--- src/rtl/ds3_ais_gen.sv ---
module ds3_ais_gen #(
  parameter int PAY_BITS = 84
) (
  input  logic clk,
  input  logic rst_n,
  input  logic bit_en,
  input  logic ais_en,
  input  logic framed,
  output logic ser_out,
  output logic sof
);
  localparam int BLOCKS    = 8;
  localparam int SUBFRAMES = 7;
  localparam int PW        = $clog2(PAY_BITS + 1);
  localparam int BW        = $clog2(BLOCKS);
  localparam int SW        = $clog2(SUBFRAMES);

  logic [PW-1:0] pos;
  logic [BW-1:0] blk;
  logic [SW-1:0] sf;
  logic on_q, fr_q, par_acc, p_q;
  logic oh_bit;

  wire blk_end  = (pos == PW'(PAY_BITS));
  wire at_start = (pos == '0) && (blk == '0) && (sf == '0);
  wire at_last  = blk_end && (blk == BW'(BLOCKS - 1)) && (sf == SW'(SUBFRAMES - 1));
  wire cur_on   = at_start ? ais_en : on_q;
  wire cur_fr   = at_start ? framed : fr_q;

  always_comb begin
    case (blk)
      3'd0:    oh_bit = (sf < 3'd2) ? 1'b1 : (sf < 3'd4) ? p_q : (sf == 3'd5);
      3'd1:    oh_bit = 1'b1;
      3'd7:    oh_bit = 1'b1;
      default: oh_bit = 1'b0;
    endcase
  end

  wire frm_bit = (pos == '0) ? oh_bit : pos[0];
  wire nxt_bit = cur_on & (~cur_fr | frm_bit);

  always_ff @(posedge clk) begin
    if (!rst_n) begin
      pos     <= '0;
      blk     <= '0;
      sf      <= '0;
      on_q    <= 1'b0;
      fr_q    <= 1'b0;
      par_acc <= 1'b0;
      p_q     <= 1'b0;
      ser_out <= 1'b0;
      sof     <= 1'b0;
    end else begin
      sof <= 1'b0;
      if (bit_en) begin
        ser_out <= nxt_bit;
        sof     <= at_start;
        on_q    <= cur_on;
        fr_q    <= cur_fr;
        if (at_last) begin
          p_q     <= par_acc ^ nxt_bit;
          par_acc <= 1'b0;
        end else if (pos != '0) begin
          par_acc <= par_acc ^ nxt_bit;
        end
        if (blk_end) begin
          pos <= '0;
          if (blk == BW'(BLOCKS - 1)) begin
            blk <= '0;
            sf  <= (sf == SW'(SUBFRAMES - 1)) ? '0 : sf + 1'b1;
          end else begin
            blk <= blk + 1'b1;
          end
        end else begin
          pos <= pos + 1'b1;
        end
      end
    end
  end
endmodule

--- config.mk ---
export PLATFORM = sky130hd
export DESIGN_NAME = ds3_ais_gen
export DESIGN_NICKNAME = d
export VERILOG_FILES = /design/src/rtl/ds3_ais_gen.sv
export SDC_FILE = /design/constraint.sdc
export NUM_CORES = 1
export LEC_CHECK = 0
export ABC_AREA = 1
export CAP_MARGIN = 20
export CELL_PAD_IN_SITES_DETAIL_PLACEMENT = 0
export CELL_PAD_IN_SITES_GLOBAL_PLACEMENT = 1
export CORE_ASPECT_RATIO = 1.5
export CORE_MARGIN = 2
export CORE_UTILIZATION = 30
export DETAILED_ROUTE_END_ITERATION = 10
export GPL_TIMING_DRIVEN = 0
export PLACE_DENSITY = 0.54
export REMOVE_ABC_BUFFERS = 1
export SLEW_MARGIN = 20
export SYNTH_ARGS = -nofsm -noshare
export SYNTH_HDL_FRONTEND = slang
export SYNTH_SLANG_ARGS = --single-unit
--- constraint.sdc ---
create_clock -name clk -period 4.3 [get_ports clk]
set_clock_uncertainty 0.2 [all_clocks]
set_input_delay 0.86 -clock clk [delete_from_list [all_inputs] [get_ports clk]]
set_output_delay 0.86 -clock clk [all_outputs]
set_load 0.02 [all_outputs]
==> metrics.csv <==
metric;value;unit
Post CTS Setup Buffer Count;0;
final hold violations;0;
DRT iter0 DRCs;12;
Final period util;0.6024;
CTS resizes;0;
P per Cell Area;298.5;nW/µm²
register area share after synthesis;0.3494;
dpl ws;1.429;ns
syn_area_per_cell;7.405;µm²
kind of end point of the critical path;flop;
total CTS buffers;3;
IR drop worst, VDD;139.1;µV
nature of the critical path startpoint;input port;
fin crit period;2.590;ns
root buf cell;clkbuf_8;
worst-path maximum fanout;11;
post-synthesis cell area;1089;µm²
final slew viol count;0;
drt pass-1 iters;4;
Overall Global Routing Usage;0.1334;
n_diodes;0;
largest net degree at the start of global routing;12;
chip width;53.19;µm
Max-Cap Viols;0;
status;finished clean;
Least-Margin Pin Slew;0.4531;ns
initial core utilization;0.3157;
Arr. time, crit path;2.54;ns
Max Freq;0.3860;GHz
final setup fails;0;
DRC viols;0;
setup ws final;1.710;ns
Detailed Place HPWL;1.868;mm
Final Wtd Congestion;0.7251;
cts hold-fix bufs;0;
RSZ-0062 raised after global routing;false;
Critical Path RT;4.25;ns
vias in the first global route;902;
Clock Latency Late Sink;0.25;ns
DR vias/cell;4.609;
layout net count;167;
H-tree lvl count;1;
HP Class;flop to flop;
Row Count;26;
Layout area overhead;13.56;%
critical path type;input port to flop;
clock sink count;19;
TNS Setup;0;ns
Top-Level Pins;7;
clock slew at reported path FFs;0.07;ns
core area;3448;µm²
TritonCTS clock tree;yes;
Die ar.;4136;µm²
Yosys Warn Count;0;
vias post-DR;908;
post-DR wirelength/cell;11.84;µm
synth unique cells;28;
fillers;401;
Post-Syn Instances;147;
total routed wirelength;2.333;mm
grt ovf;0;
commonest cells after routing, fill and taps aside;nand2_1, inv_1, dfxtp_1;
die extent in y;77.78;µm
fraction of layout cells with a size suffix above 1;0.1419;
commonest non-fill, non-tap cell in the layout;nand2_1;
remaining antenna violation count;0;
Yosys reg bits;19;
Leak Pwr;0.5192;nW
first-pass GRT wire length;4.064;mm
Port-buffer cells;6;
Slew HR;0.6970;
Clock Tree Buf Depth;2;
initial antenna violation count;0;
[synth_stat cells]
cell type   n  share of area
a211oi_1    3          0.021
a21boi_0    1         0.0069
a21oi_1    12          0.055
a21oi_2     1         0.0080
and3_1      1         0.0058
buf_2       2         0.0092
dfxtp_1    19           0.35
ha_1        6          0.069
inv_1      21          0.072
inv_2       2         0.0069
nand2_1    30           0.10
nand2_2     7          0.040
nand2_4     1          0.010
nand3_1     6          0.028
nand3_2     1         0.0092
nand3b_1    1         0.0069
nor2_1     11          0.038
nor2_2      2          0.011
nor2_4      2          0.021
nor3_1      5          0.023
nor3_2      1         0.0092
nor3b_1     1         0.0069
nor4_4      1          0.020
o21a_1      1         0.0069
o21ai_0     5          0.023
o21bai_1    1         0.0069
o21bai_4    1          0.017
xor2_1      2          0.016
[stage by stage]
step                instances  total power [mW]  cell area (µm²)  utilization  hold WS, ns
floorplan                 145            0.2300             1079            -       0.2670
global placement          193            0.2468             1191       0.3454       0.2968
detailed placement        193            0.2472             1191       0.3454       0.3019
CTS                       197            0.3779             1236       0.3585       0.3185
global route              197            0.3919             1236       0.3585       0.3472
finish                    197            0.3690             1236       0.3585       0.3157
[kinds of logic after synthesis]
logic type | synth area share
and+or+nand+nor | 0.3322
AOI/OAI and AO/OA | 0.1448
buffers and inverters | 0.08851
DFF | 0.3494
adders and majority gates | 0.06896
xor gates and xnor gates | 0.01609
[worst max-delay path: stages]
cell             delay [ns]
clkdlybuf4s50_1        0.72
inv_1                  0.22
nor3_1                 0.31
nand2_1                0.10
nor2_1                 0.13
xor2_1                 0.15
nor2_1                 0.05
[area by class of cell]
type                    count  area, µm²  area share
clock buffers               4      45.04     0.03644
inverters                  23      86.33     0.06984
multi-input cells         103      611.8      0.4949
flip-flops and latches     19      380.4      0.3077
well taps                  42      52.55     0.04251
repair buffers              6      60.06     0.04858
[power by group]
part	internal [mW]	total, mW	switching [mW]
logic	0.0232	0.0570	0.0338
clock network	0.0659	0.127	0.0608
registers	0.182	0.185	0.00349
[routing by layer]
metal  GRT usage  routed length (µm)
met1      0.1607                1044
met2      0.2250                1221
met3     0.01923                  44
met4     0.06154                  23
met5           0                   0
[registers in the layout, summed over array words and instances, names as in the netlist]
register	cells
p_q	1
pos	7
sof	1
on_q	1
fr_q	1
sf	3
par_acc	1
ser_out	1
blk	3
[final timing paths]
check / startpoint / endpoint / slack, ns / depth (start not counted)
setup / recovery: bit_en / pos[5] / 1.71 / 7
hold / removal: pos[1] / pos[1] / 0.32 / 2
setup reg to reg: pos[0] / p_q / 2.46 / 13
hold reg to reg: pos[1] / pos[1] / 0.32 / 2
Note: power is estimated with default switching activity, not from simulation.
